===== config.mk =====
export PLATFORM = sky130hd
export DESIGN_NAME = pwr_seq
export DESIGN_NICKNAME = d
export VERILOG_FILES = /design/src/rtl/pwr_seq_pkg.sv /design/src/rtl/pwr_seq_cfg.sv /design/src/rtl/pwr_seq_fsm.sv /design/src/rtl/pwr_seq_errcnt.sv /design/src/rtl/pwr_seq.sv
export SDC_FILE = /design/constraint.sdc
export NUM_CORES = 1
export LEC_CHECK = 0
export ABC_AREA = 1
export BUFFER_PORTS_ARGS = -buffer_cell sky130_fd_sc_hd__buf_2
export CORE_MARGIN = 2
export CORE_UTILIZATION = 26
export DETAILED_ROUTE_END_ITERATION = 8
export PLACE_DENSITY_LB_ADDON = 0.3
export SKIP_CTS_REPAIR_TIMING = 1
export SYNTH_ARGS = -nofsm -noshare
export SYNTH_HDL_FRONTEND = slang
export SYNTH_SLANG_ARGS = --single-unit

===== constraint.sdc =====
create_clock -name clk_i -period 3.6 [get_ports clk_i]
set_input_delay 0.72 -clock clk_i [delete_from_list [all_inputs] [get_ports clk_i]]
set_output_delay 0.72 -clock clk_i [all_outputs]
set_load 0.005 [all_outputs]

===== src/rtl/pwr_seq_pkg.sv =====
package pwr_seq_pkg;
    typedef enum logic [1:0] {
        PH_IDLE = 2'd0,
        PH_ACQ  = 2'd1,
        PH_CONV = 2'd2,
        PH_READ = 2'd3
    } phase_e;
endpackage


===== src/rtl/pwr_seq_cfg.sv =====
// Shadow copies of the phase lengths, refreshed only at sleep entry.
module pwr_seq_cfg #(
    parameter int LEN_W      = 24,
    parameter int DEF_SETTLE = 1000,
    parameter int DEF_ACQ    = 50000,
    parameter int DEF_CONV   = 25000,
    parameter int DEF_READ   = 25000
) (
    input  logic             clk_i,
    input  logic             rst_ni,
    input  logic             load_i,
    input  logic [LEN_W-1:0] settle_len_i,
    input  logic [LEN_W-1:0] acq_len_i,
    input  logic [LEN_W-1:0] conv_len_i,
    input  logic [LEN_W-1:0] read_len_i,
    output logic [LEN_W-1:0] settle_o,
    output logic [LEN_W-1:0] acq_o,
    output logic [LEN_W-1:0] conv_o,
    output logic [LEN_W-1:0] read_o
);
    typedef struct packed {
        logic             first;
        logic [LEN_W-1:0] settle;
        logic [LEN_W-1:0] acq;
        logic [LEN_W-1:0] conv;
        logic [LEN_W-1:0] rd;
    } cfg_t;

    cfg_t c_d, c_q;

    always_comb begin
        c_d       = c_q;
        c_d.first = 1'b0;
        if (load_i || c_q.first) begin
            c_d.settle = settle_len_i;
            c_d.acq    = acq_len_i;
            c_d.conv   = conv_len_i;
            c_d.rd     = read_len_i;
        end
    end

    always_ff @(posedge clk_i or negedge rst_ni) begin
        if (!rst_ni) begin
            c_q.first  <= 1'b1;
            c_q.settle <= LEN_W'(DEF_SETTLE);
            c_q.acq    <= LEN_W'(DEF_ACQ);
            c_q.conv   <= LEN_W'(DEF_CONV);
            c_q.rd     <= LEN_W'(DEF_READ);
        end else begin
            c_q <= c_d;
        end
    end

    assign settle_o = c_q.settle;
    assign acq_o    = c_q.acq;
    assign conv_o   = c_q.conv;
    assign read_o   = c_q.rd;
endmodule


===== src/rtl/pwr_seq_fsm.sv =====
// Phase state machine with one shared cycle counter.
module pwr_seq_fsm
    import pwr_seq_pkg::*;
#(
    parameter int LEN_W = 24
) (
    input  logic             clk_i,
    input  logic             rst_ni,
    input  logic             train_i,
    input  logic [LEN_W-1:0] settle_i,
    input  logic [LEN_W-1:0] acq_i,
    input  logic [LEN_W-1:0] conv_i,
    input  logic [LEN_W-1:0] read_i,
    output phase_e           phase_o,
    output logic             ready_o,
    output logic             idle_entry_o
);
    typedef struct packed {
        phase_e           phase;
        logic [LEN_W-1:0] cnt;
        logic             ready;
    } st_t;

    st_t s_d, s_q;

    // True on the last cycle of a window of length l (0 behaves as 1).
    function automatic logic hit(input logic [LEN_W-1:0] c, input logic [LEN_W-1:0] l);
        return ({1'b0, c} + (LEN_W+1)'(1)) >= {1'b0, l};
    endfunction

    always_comb begin
        s_d          = s_q;
        idle_entry_o = 1'b0;
        unique case (s_q.phase)
            PH_IDLE: begin
                if (train_i) begin
                    s_d.phase = PH_ACQ;
                    s_d.cnt   = '0;
                    s_d.ready = (settle_i == '0);
                end
            end
            PH_ACQ: begin
                if (!s_q.ready) begin
                    if (hit(s_q.cnt, settle_i)) begin
                        s_d.ready = 1'b1;
                        s_d.cnt   = '0;
                    end else begin
                        s_d.cnt = s_q.cnt + LEN_W'(1);
                    end
                end else if (hit(s_q.cnt, acq_i)) begin
                    s_d.phase = PH_CONV;
                    s_d.cnt   = '0;
                end else begin
                    s_d.cnt = s_q.cnt + LEN_W'(1);
                end
            end
            PH_CONV: begin
                if (hit(s_q.cnt, conv_i)) begin
                    s_d.phase = PH_READ;
                    s_d.cnt   = '0;
                    s_d.ready = 1'b0;
                end else begin
                    s_d.cnt = s_q.cnt + LEN_W'(1);
                end
            end
            default: begin
                if (hit(s_q.cnt, read_i)) begin
                    s_d.phase    = PH_IDLE;
                    s_d.cnt      = '0;
                    idle_entry_o = 1'b1;
                end else begin
                    s_d.cnt = s_q.cnt + LEN_W'(1);
                end
            end
        endcase
    end

    always_ff @(posedge clk_i or negedge rst_ni) begin
        if (!rst_ni) begin
            s_q.phase <= PH_IDLE;
            s_q.cnt   <= '0;
            s_q.ready <= 1'b0;
        end else begin
            s_q <= s_d;
        end
    end

    assign phase_o = s_q.phase;
    assign ready_o = s_q.ready;
endmodule


===== src/rtl/pwr_seq_errcnt.sv =====
// Saturating count of train pulses seen while a train is in progress.
module pwr_seq_errcnt #(
    parameter int ERR_W = 8
) (
    input  logic             clk_i,
    input  logic             rst_ni,
    input  logic             train_i,
    input  logic             busy_i,
    output logic [ERR_W-1:0] cnt_o
);
    localparam logic [ERR_W-1:0] CNT_MAX = '1;

    logic [ERR_W-1:0] cnt_d, cnt_q;

    always_comb begin
        cnt_d = cnt_q;
        if (train_i && busy_i && (cnt_q != CNT_MAX)) begin
            cnt_d = cnt_q + ERR_W'(1);
        end
    end

    always_ff @(posedge clk_i or negedge rst_ni) begin
        if (!rst_ni) cnt_q <= '0;
        else         cnt_q <= cnt_d;
    end

    assign cnt_o = cnt_q;
endmodule


===== src/rtl/pwr_seq.sv =====
module pwr_seq
    import pwr_seq_pkg::*;
#(
    parameter int LEN_W      = 24,
    parameter int ERR_W      = 8,
    parameter int DEF_SETTLE = 1000,
    parameter int DEF_ACQ    = 50000,
    parameter int DEF_CONV   = 25000,
    parameter int DEF_READ   = 25000
) (
    input  logic             clk_i,
    input  logic             rst_ni,
    input  logic             train_i,
    input  logic [LEN_W-1:0] settle_len_i,
    input  logic [LEN_W-1:0] acq_len_i,
    input  logic [LEN_W-1:0] conv_len_i,
    input  logic [LEN_W-1:0] read_len_i,
    output logic [1:0]       phase_o,
    output logic             bias_en_o,
    output logic             adc_en_o,
    output logic             rd_en_o,
    output logic             ready_o,
    output logic [ERR_W-1:0] err_cnt_o
);
    logic [LEN_W-1:0] settle_q, acq_q, conv_q, read_q;
    logic             idle_entry;
    phase_e           phase;

    pwr_seq_cfg #(
        .LEN_W(LEN_W), .DEF_SETTLE(DEF_SETTLE), .DEF_ACQ(DEF_ACQ),
        .DEF_CONV(DEF_CONV), .DEF_READ(DEF_READ)
    ) u_cfg (
        .clk_i(clk_i), .rst_ni(rst_ni), .load_i(idle_entry),
        .settle_len_i(settle_len_i), .acq_len_i(acq_len_i),
        .conv_len_i(conv_len_i), .read_len_i(read_len_i),
        .settle_o(settle_q), .acq_o(acq_q), .conv_o(conv_q), .read_o(read_q)
    );

    pwr_seq_fsm #(.LEN_W(LEN_W)) u_fsm (
        .clk_i(clk_i), .rst_ni(rst_ni), .train_i(train_i),
        .settle_i(settle_q), .acq_i(acq_q), .conv_i(conv_q), .read_i(read_q),
        .phase_o(phase), .ready_o(ready_o), .idle_entry_o(idle_entry)
    );

    pwr_seq_errcnt #(.ERR_W(ERR_W)) u_err (
        .clk_i(clk_i), .rst_ni(rst_ni), .train_i(train_i),
        .busy_i(phase != PH_IDLE), .cnt_o(err_cnt_o)
    );

    assign phase_o   = phase;
    assign bias_en_o = (phase == PH_ACQ) || (phase == PH_CONV);
    assign adc_en_o  = (phase == PH_CONV);
    assign rd_en_o   = (phase == PH_READ);
endmodule


==> results.toml, run 1 <==
[setup_path]
rrSetupSlack_ns = 0.17
crit_top_cell = "nand2_1"
r2r-end = "u_fsm.s_q[17]"
reg2reg_depth = 26
start_kind = "flip-flop"
rr_startpoint = "u_fsm.s_q[1]"
max_stage_delay_ns = 0.40
critical_path_class = "reg2reg"
crit_fanout = 6
crit_path_top_delay_cell = "dfrtp_1"
crit_path_end = "u_fsm.s_q[17]"
cp.arrival_ns = 3.75
required_ns = 3.93
cp-end-kind = "flip-flop"
worstSetupStartpoint = "u_fsm.s_q[1]"

[timing]
slew_viol_final = 0
fin_ws_ns = 0.175
max-slew-margin-rel_pct = 50.7
setup_tns_ns = 0
finClkSkew_ns = 0.0102
finalCritPeriodShare_pct = 95.1
setup_viol = 0
post-route-min-period_ns = 3.43
max_freq_mhz = 292
rsz0062_at_grt = "true"
tightest_slew_ns = 0.739
hold_violations = 0

[clocking]
htreeDepth = 4
worst_setup_hold_path_clk_slew_ns = 0.07
cts_tree = "done"
numCtsBuffers = 17
insertion_delay_ns = 0.43
clock-sinks = 132
clk_path_buf_depth = 2
root_buffer = "clkbuf_16"

[cells_and_area]
drive_above_1_share_pct = 25.7
mostFrequentLayoutCells = "nand2_1, inv_1, buf_2"
fin_util_pct = 34.2
stdcell_count = 1714
nNetsFinal = 1460
syn_to_final_growth_pct = 29.7
n_fill_cell = 3455
layout_commonest_cell = "nand2_1"
n_antenna_cell = 0

[logic_synthesis]
yosys_most_used_dff = "dfrtp_1"
syn_area_um2 = 8560
synth_enable_flop_cells = 0
syn_inst = 1096
synth_fp_nets = 1297
postSynth.asyncResetShare_pct = 100
synth-seq-area-share_pct = 39.0
avgSynthCellArea_um2 = 7.81
synth_cell_types = 38
ys_ff_latch = 132
yosysWarnings = 0

[pwr]
pwr-share-seq_pct = 34.2
vdd_drop_max_mv = 0.408
switching_share_pct = 35.3
p_clk_share_pct = 35.1
power.internal_mw = 3.34
p_per_area_nw_per_um2 = 466
combPwrFrac_pct = 30.7
switching_power_mw = 1.82
p_leak_nw = 5.80

[global_route]
grt_pass1_wl_um = 39800
grt_start_max_net_pins = 53
grt_usage_pct = 15.4
grt.overflow.total = 0
antenna_found_initial = 0
grt_pass1_vias = 7151

[drt]
ant_nets = 0
drc_errors = 0
drt_iter0_drc = 446
drtPass1Iterations = 5
vias = 7454
wl_um = 26400
vias_per_cell = 4.35
avgRoutedWirePerCell_um = 15.4

[hold_path]
hp-class = "in2async"

[die]
die_h_um = 185
ios = 113
core-area_um2 = 32500
initial_core_util_pct = 26.4
dieWidth_um = 185
design.die.area_um2 = 34400
rows = 66

[run_status]
status = "completed"

[run]
drv_cap = 0

[placed_design]
io_buffers = 112
dpl.hpwl_um = 19500
routabilityCongestion = 0.912
place_ws_ns = 0.0409
post-place-cells = 1663
power groups by stage:
stage | registers (mW) | logic, mW | clock network (mW)
after floorplan | 1.78 | 0.820 | 0
after global placement | 1.79 | 1.38 | 0
after detailed placement | 1.79 | 1.38 | 0
after CTS | 1.77 | 1.39 | 1.86
after global routing | 1.79 | 1.76 | 1.92
final | 1.77 | 1.59 | 1.81
state kept, by name (all words and copies together) (netlist names):
name	cells
u_cfg.acq_o	24
u_cfg.conv_o	24
u_cfg.read_o	24
u_cfg.settle_o	24
u_fsm.s_q	24
u_err.cnt_o	8
u_fsm.phase_o	2
u_cfg.c_q	1
u_fsm.ready_o	1
synthesized netlist by cell type, drive strengths merged (2+ instances only):
cell	count	area (µm²)
nand2	325	1240
inv	173	649
dfrtp	107	2680
o21ai	106	606
ha	102	1280
nor2	81	322
a21oi	41	205
nand3	32	170
dfstp	25	657
buf	20	186
xor2	17	149
nand4	13	81.3
nor3	12	60.1
clkbuf	8	30.0
nor4	6	37.5
xnor2	6	52.6
or2	4	25.0
nand3b	3	22.5
nor3b	3	22.5
o21a	3	22.5
o21bai	2	15.0
final cells by class:
type / count / area [µm²] / share of cell area (%)
Multi-Input combinational cell: 764 / 4730 / 42.6
Sequential cell: 132 / 3340 / 30.1
Timing Repair Buffer: 171 / 1220 / 11.0
Inverter: 173 / 658 / 5.93
Tap cell: 442 / 553 / 4.98
Clock buffer: 18 / 429 / 3.87
Clock inverter: 14 / 168 / 1.51
per-layer routing:
| metal | up-vias | wire length, µm | track usage [%] | share of wire (%) |
|---|---|---|---|---|
| met2 | 179 | 11900 | 24.3 | 45 |
| met4 | 0 | 721 | 5.21 | 2.7 |
| met5 | - | 0 | 0 | 0 |
| li1 | 3790 | - | - | - |
| met3 | 39 | 1400 | 3.48 | 5.3 |
| met1 | 3446 | 12400 | 20.8 | 47 |
worst min-delay path by stage:
stage | start | cells after the start | end
final | rst_ni | 1 | u_cfg.acq_o[16]
after detailed placement | u_cfg.read_o[8] | 2 | u_cfg.read_o[8]
after global placement | u_cfg.read_o[8] | 2 | u_cfg.read_o[8]
after global routing | rst_ni | 1 | u_cfg.read_o[2]
after CTS | rst_ni | 1 | u_cfg.read_o[2]
after floorplan | rst_ni | 0 | u_cfg.acq_o[0]
cell families after synthesis:
kind of cell | count (synthesis) | synth area share [%]
AND/OR/NAND/NOR | 481 | 23.3
flip-flops | 132 | 39.0
other | 1 | 0.0438
adder cells (fa/ha/maj) | 102 | 14.9
XOR/XNOR | 23 | 2.35
AO/OA/AOI/OAI | 156 | 10.3
buffers and inverters | 201 | 10.1
worst max-delay path: cells and delay by family, from the launching register on:
kind | cells | cell delay [ns]
xor gates and xnor gates | 1 | 0.17
adders and majority gates | 1 | 0.29
buffers and inverters | 3 | 0.46
DFF | 1 | 0.40
and+or+nand+nor | 21 | 1.99
through the flow:
stage               power, mW  hold WS (ns)  cell area [µm²]
floorplan                2.60         0.424             8560
global placement         3.17         0.489             9880
detailed placement       3.17         0.484             9880
CTS                      5.02         0.352            10500
global route             5.47         0.392            11100
finish                   5.17         0.342            11100
(Power assumes the default switching activity.)
==> run 2, diff against run 1 <==
--- a/config.mk
+++ b/config.mk
@@ -10,7 +10,6 @@
 export CORE_MARGIN = 2
 export CORE_UTILIZATION = 26
 export DETAILED_ROUTE_END_ITERATION = 8
-export PLACE_DENSITY_LB_ADDON = 0.3
 export SKIP_CTS_REPAIR_TIMING = 1
 export SYNTH_ARGS = -nofsm -noshare
 export SYNTH_HDL_FRONTEND = slang
==> results.toml, run 2 (synthesized netlist as in run 1, its figures left out) <==
[timing]
slew_viol_final = 0
setup_viol = 8
post-route-min-period_ns = 3.67
holdWs_ns = 0.358
setup_tns_ns = -0.137
max_freq_mhz = 273
max-slew-margin-rel_pct = 47.4
hold_violations = 0
fin_ws_ns = -0.0662
rsz0062_at_grt = "true"
finalCritPeriodShare_pct = 102
tightest_slew_ns = 0.783
finClkSkew_ns = 0.0145

[drt]
wl_um = 26800
vias = 7757
drc_errors = 0
drt_iter0_drc = 438
ant_nets = 0
vias_per_cell = 4.49
avgRoutedWirePerCell_um = 15.5
drtPass1Iterations = 6

[cells_and_area]
design_area_um2 = 11400
n_antenna_cell = 0
drive_above_1_share_pct = 26.7
layout_commonest_cell = "nand2_1"
fin_util_pct = 35.0
mostFrequentLayoutCells = "nand2_1, inv_1, buf_2"
nNetsFinal = 1475
stdcell_count = 1729
n_fill_cell = 3318
syn_to_final_growth_pct = 32.9

[setup_path]
cp-end-kind = "flip-flop"
required_ns = 3.93
rr_startpoint = "u_fsm.s_q[2]"
cp.arrival_ns = 4.00
start_kind = "flip-flop"
crit_fanout = 7
critical_path_class = "reg2reg"
worstSetupStartpoint = "u_fsm.s_q[2]"

[global_route]
grt_usage_pct = 14.8
grt_start_max_net_pins = 81
grt.overflow.total = 0
grt_pass1_vias = 7194
antenna_found_initial = 1
grt_pass1_wl_um = 38500

[clocking]
insertion_delay_ns = 0.44
cts_tree = "done"
clock-sinks = 132
numCtsBuffers = 17
root_buffer = "clkbuf_16"
worst_setup_hold_path_clk_slew_ns = 0.07
clk_path_buf_depth = 2
htreeDepth = 4

[placed_design]
routabilityCongestion = 0.934
dpl.hpwl_um = 19100
post_dp_cell_area_um2 = 9870
place_ws_ns = -0.0641
post-place-cells = 1665
io_buffers = 112

[die]
die_h_um = 185
initial_core_util_pct = 26.4
dieWidth_um = 185
design.die.area_um2 = 34400
core-area_um2 = 32500
ios = 113
rows = 66

[hold_path]
hp-class = "in2async"

[run_status]
violations = "negative setup slack"
status = "finished with violations"

[pwr]
report.power.total_mw = 5.27
vdd_drop_max_mv = 0.366
p_leak_nw = 6.01
p_per_area_nw_per_um2 = 464

[run]
drv_cap = 0
run 2: cell count changes in the layout (fill, tap and decap cells not counted), sizes merged:
cell    change
clkbuf      +9
buf         +8
inv         -3
bufinv      +1
clkinv      +1
nand2       -1
run 2: worst paths after layout:
check,endpoint,slack (ns),depth (start not counted)
max reg2reg,u_cfg.conv_o[0],-0.07,24
min reg2reg,u_cfg.read_o[7],0.49,2
min in group clk_i,u_cfg.read_o[14],0.48,3
max,u_cfg.conv_o[0],-0.07,24
min,u_err.cnt_o[6],0.36,1
max in group asynchronous,u_cfg.conv_o[14],2.31,2
run 2: area by class of cell:
class	instances	area, µm²	area share, %
clock buffers	19	453	3.98
well taps	442	553	4.86
multi-input cells	763	4700	41.3
flip-flops and latches	132	3330	29.3
repair buffers	187	1510	13.3
clock inverters	13	170	1.50
inverters	173	656	5.77
run 2: power breakdown:
group          total, mW  switching (mW)  internal (mW)
clock               1.86           0.725           1.14
sequential          1.77          0.0994           1.67
combinational       1.64           0.970          0.674
run 2: critical path, cell delays in order (launching register included):
cell and delay, ns:
dfrtp_1 0.39, ha_2 0.23, nand2_4 0.06, nor2_4 0.18
nand2_4 0.09, nor4_4 0.37, nand2_1 0.16, xor2_2 0.27
buf_4 0.19, ha_4 0.21, nand2_4 0.07, nor2_1 0.04
nand2_1 0.06, nor2_1 0.04, nand3_1 0.06, nand4_1 0.10
nor2_2 0.16, nand3_2 0.10, nand2_4 0.11, nand2_8 0.09
buf_8 0.17, buf_4 0.13, buf_4 0.13, nand2_1 0.08
nand2_1 0.05
run 2: per-layer routing:
layer	part of all wire, %	track usage (%)
met5	0	0
met4	2.4	4.70
met2	48	24.9
met1	45	19.2
met3	4.8	2.60
==> run 3, diff against run 2 <==
--- a/config.mk
+++ b/config.mk
@@ -8,7 +8,7 @@
 export ABC_AREA = 1
 export BUFFER_PORTS_ARGS = -buffer_cell sky130_fd_sc_hd__buf_2
 export CORE_MARGIN = 2
-export CORE_UTILIZATION = 26
+export CORE_UTILIZATION = 30
 export DETAILED_ROUTE_END_ITERATION = 8
 export SKIP_CTS_REPAIR_TIMING = 1
 export SYNTH_ARGS = -nofsm -noshare
==> results.toml, run 3 (synthesized netlist as in run 1, its figures left out) <==
[run_status]
status = "completed"

[cells_and_area]
fin_util_pct = 39.3
n_fill_cell = 2868
syn_to_final_growth_pct = 28.3
stdcell_count = 1649
nNetsFinal = 1458
drive_above_1_share_pct = 25.4
layout_commonest_cell = "nand2_1"
mostFrequentLayoutCells = "nand2_1, inv_1, buf_2"

[setup_path]
max_stage_delay_ns = 0.38
start_kind = "flip-flop"
required_ns = 3.91
cp.arrival_ns = 3.76
crit_top_cell = "nand2_1"
rrSetupSlack_ns = 0.15
reg2reg_depth = 24
path_cells = "ha_2 > nand2_2 > nor2_4 > nand2_4 > nor4_4 > buf_4 > nand2_4 > xor2_4 > buf_6 > ha_4 > nand2_1 > nor2_2 > nand4_1 > nor2_1 > nand2_1 > nand2_1 > nand2_1 > nand2_1 > nor2_1 > a21oi_2 > nand2_4 > clkbuf_16 > nand2_1 > nand2_1"
crit_fanout = 6
cp-end-kind = "flip-flop"
critical_path_class = "reg2reg"
r2r-end = "u_fsm.s_q[24]"
rr_startpoint = "u_fsm.s_q[1]"
crit_path_top_delay_cell = "dfrtp_1"

[die]
core-area_um2 = 27900
initial_core_util_pct = 30.6
design.die.area_um2 = 29900
ios = 113
die_h_um = 173
dieWidth_um = 173
rows = 61

[global_route]
grt.overflow.total = 0
antenna_found_initial = 1
grt_pass1_vias = 7276
grt_pass1_wl_um = 38700
grt_usage_pct = 16.7
grt_start_max_net_pins = 86

[run]
drv_cap = 0

[drt]
vias = 7588
drt_iter0_drc = 412
avgRoutedWirePerCell_um = 15.7
drtPass1Iterations = 5
drc_errors = 0
vias_per_cell = 4.60
ant_nets = 0
wl_um = 25800

[clocking]
root_buffer = "clkbuf_16"
htreeDepth = 4
numCtsBuffers = 17
clk_path_buf_depth = 2
clock-sinks = 132
worst_setup_hold_path_clk_slew_ns = 0.07
insertion_delay_ns = 0.43
cts_tree = "done"

[pwr]
p_leak_nw = 5.82
p_per_area_nw_per_um2 = 455
vdd_drop_max_mv = 0.263

[timing]
post-route-min-period_ns = 3.45
finalCritPeriodShare_pct = 95.8
fin_ws_ns = 0.151
finClkSkew_ns = 0.0110
tightest_slew_ns = 0.623
slew_viol_final = 0
max-slew-margin-rel_pct = 58.2
setup_viol = 0
max_freq_mhz = 290
rsz0062_at_grt = "true"
holdWs_ns = 0.313
hold_violations = 0

[placed_design]
routabilityCongestion = 0.860
post-place-cells = 1593
io_buffers = 112
dpl.hpwl_um = 18600
place_ws_ns = -0.268

[hold_path]
hp-class = "in2async"
==> run 3: changes by cell type in the layout (fill, tap and decap cells not counted), sizes merged <==
cell | previous run | this run
diode | 0 | 1
clkinvlp | 3 | 4
buf | 176 | 163
clkinv | 4 | 7
clkbuf | 30 | 24
bufinv | 3 | 0
nand2 | 325 | 327
inv | 176 | 175
==> run 3: worst max path at each step <==
stage	startpoint	slack [ns]	to	depth (start not counted)
2_1_floorplan	u_fsm.s_q[1]	0.38	u_cfg.acq_o[10]	18
3_3_place_gp	u_fsm.s_q[3]	-0.26	u_cfg.acq_o[0]	22
3_5_place_dp	u_fsm.s_q[3]	-0.27	u_cfg.acq_o[0]	22
4_1_cts	u_fsm.s_q[3]	-0.29	u_cfg.acq_o[0]	22
5_1_grt	u_fsm.s_q[1]	-0.05	u_cfg.acq_o[7]	24
6_report	u_fsm.s_q[1]	0.15	u_fsm.s_q[24]	24
==> run 3: power by group <==
group	internal [mW]	leakage [nW]	switching [mW]
clock	0.889	0.254	0.738
sequential	1.67	1.60	0.0962
combinational	0.656	3.97	0.950
total	3.21	5.82	1.78
==> run 3: area by class of cell <==
| type | instances | area (µm²) | area share (%) |
|---|---|---|---|
| Antenna cell | 1 | 2.50 | 0.0228 |
| Clock buffer | 19 | 433 | 3.94 |
| Clock inverter | 13 | 103 | 0.935 |
| Inverter | 173 | 656 | 5.97 |
| Multi-Input combinational cell | 765 | 4770 | 43.5 |
| Sequential cell | 132 | 3330 | 30.4 |
| Tap cell | 378 | 473 | 4.31 |
| Timing Repair Buffer | 168 | 1200 | 10.9 |
==> run 3: worst max-delay path: cells and delay by family, from the launching register on <==
family | cells | cell delay (ns)
and+or+nand+nor | 17 | 1.60
DFF | 1 | 0.38
buffers and inverters | 3 | 0.52
xor gates and xnor gates | 1 | 0.17
adders and majority gates | 2 | 0.46
AOI/OAI and AO/OA | 1 | 0.20
==> run 3: per-stage QoR <==
step / setup TNS [ns] / area (µm²) / power (mW)
after floorplan: 0 / 8560 / 2.60
after global routing: -0.986 / 11000 / 5.31
final: 0 / 11000 / 5.00
after global placement: -21.85 / 9730 / 3.13
after detailed placement: -23.66 / 9730 / 3.15
after CTS: -27.13 / 10300 / 4.81
==> run 3: metal layers <==
metal	global-route usage [%]	wire length (µm)	share of wire [%]
met3	3.63	1380	5.3
met2	26.9	12000	46
met1	22.1	11800	46
met5	0	0	0
met4	5.44	605	2.3
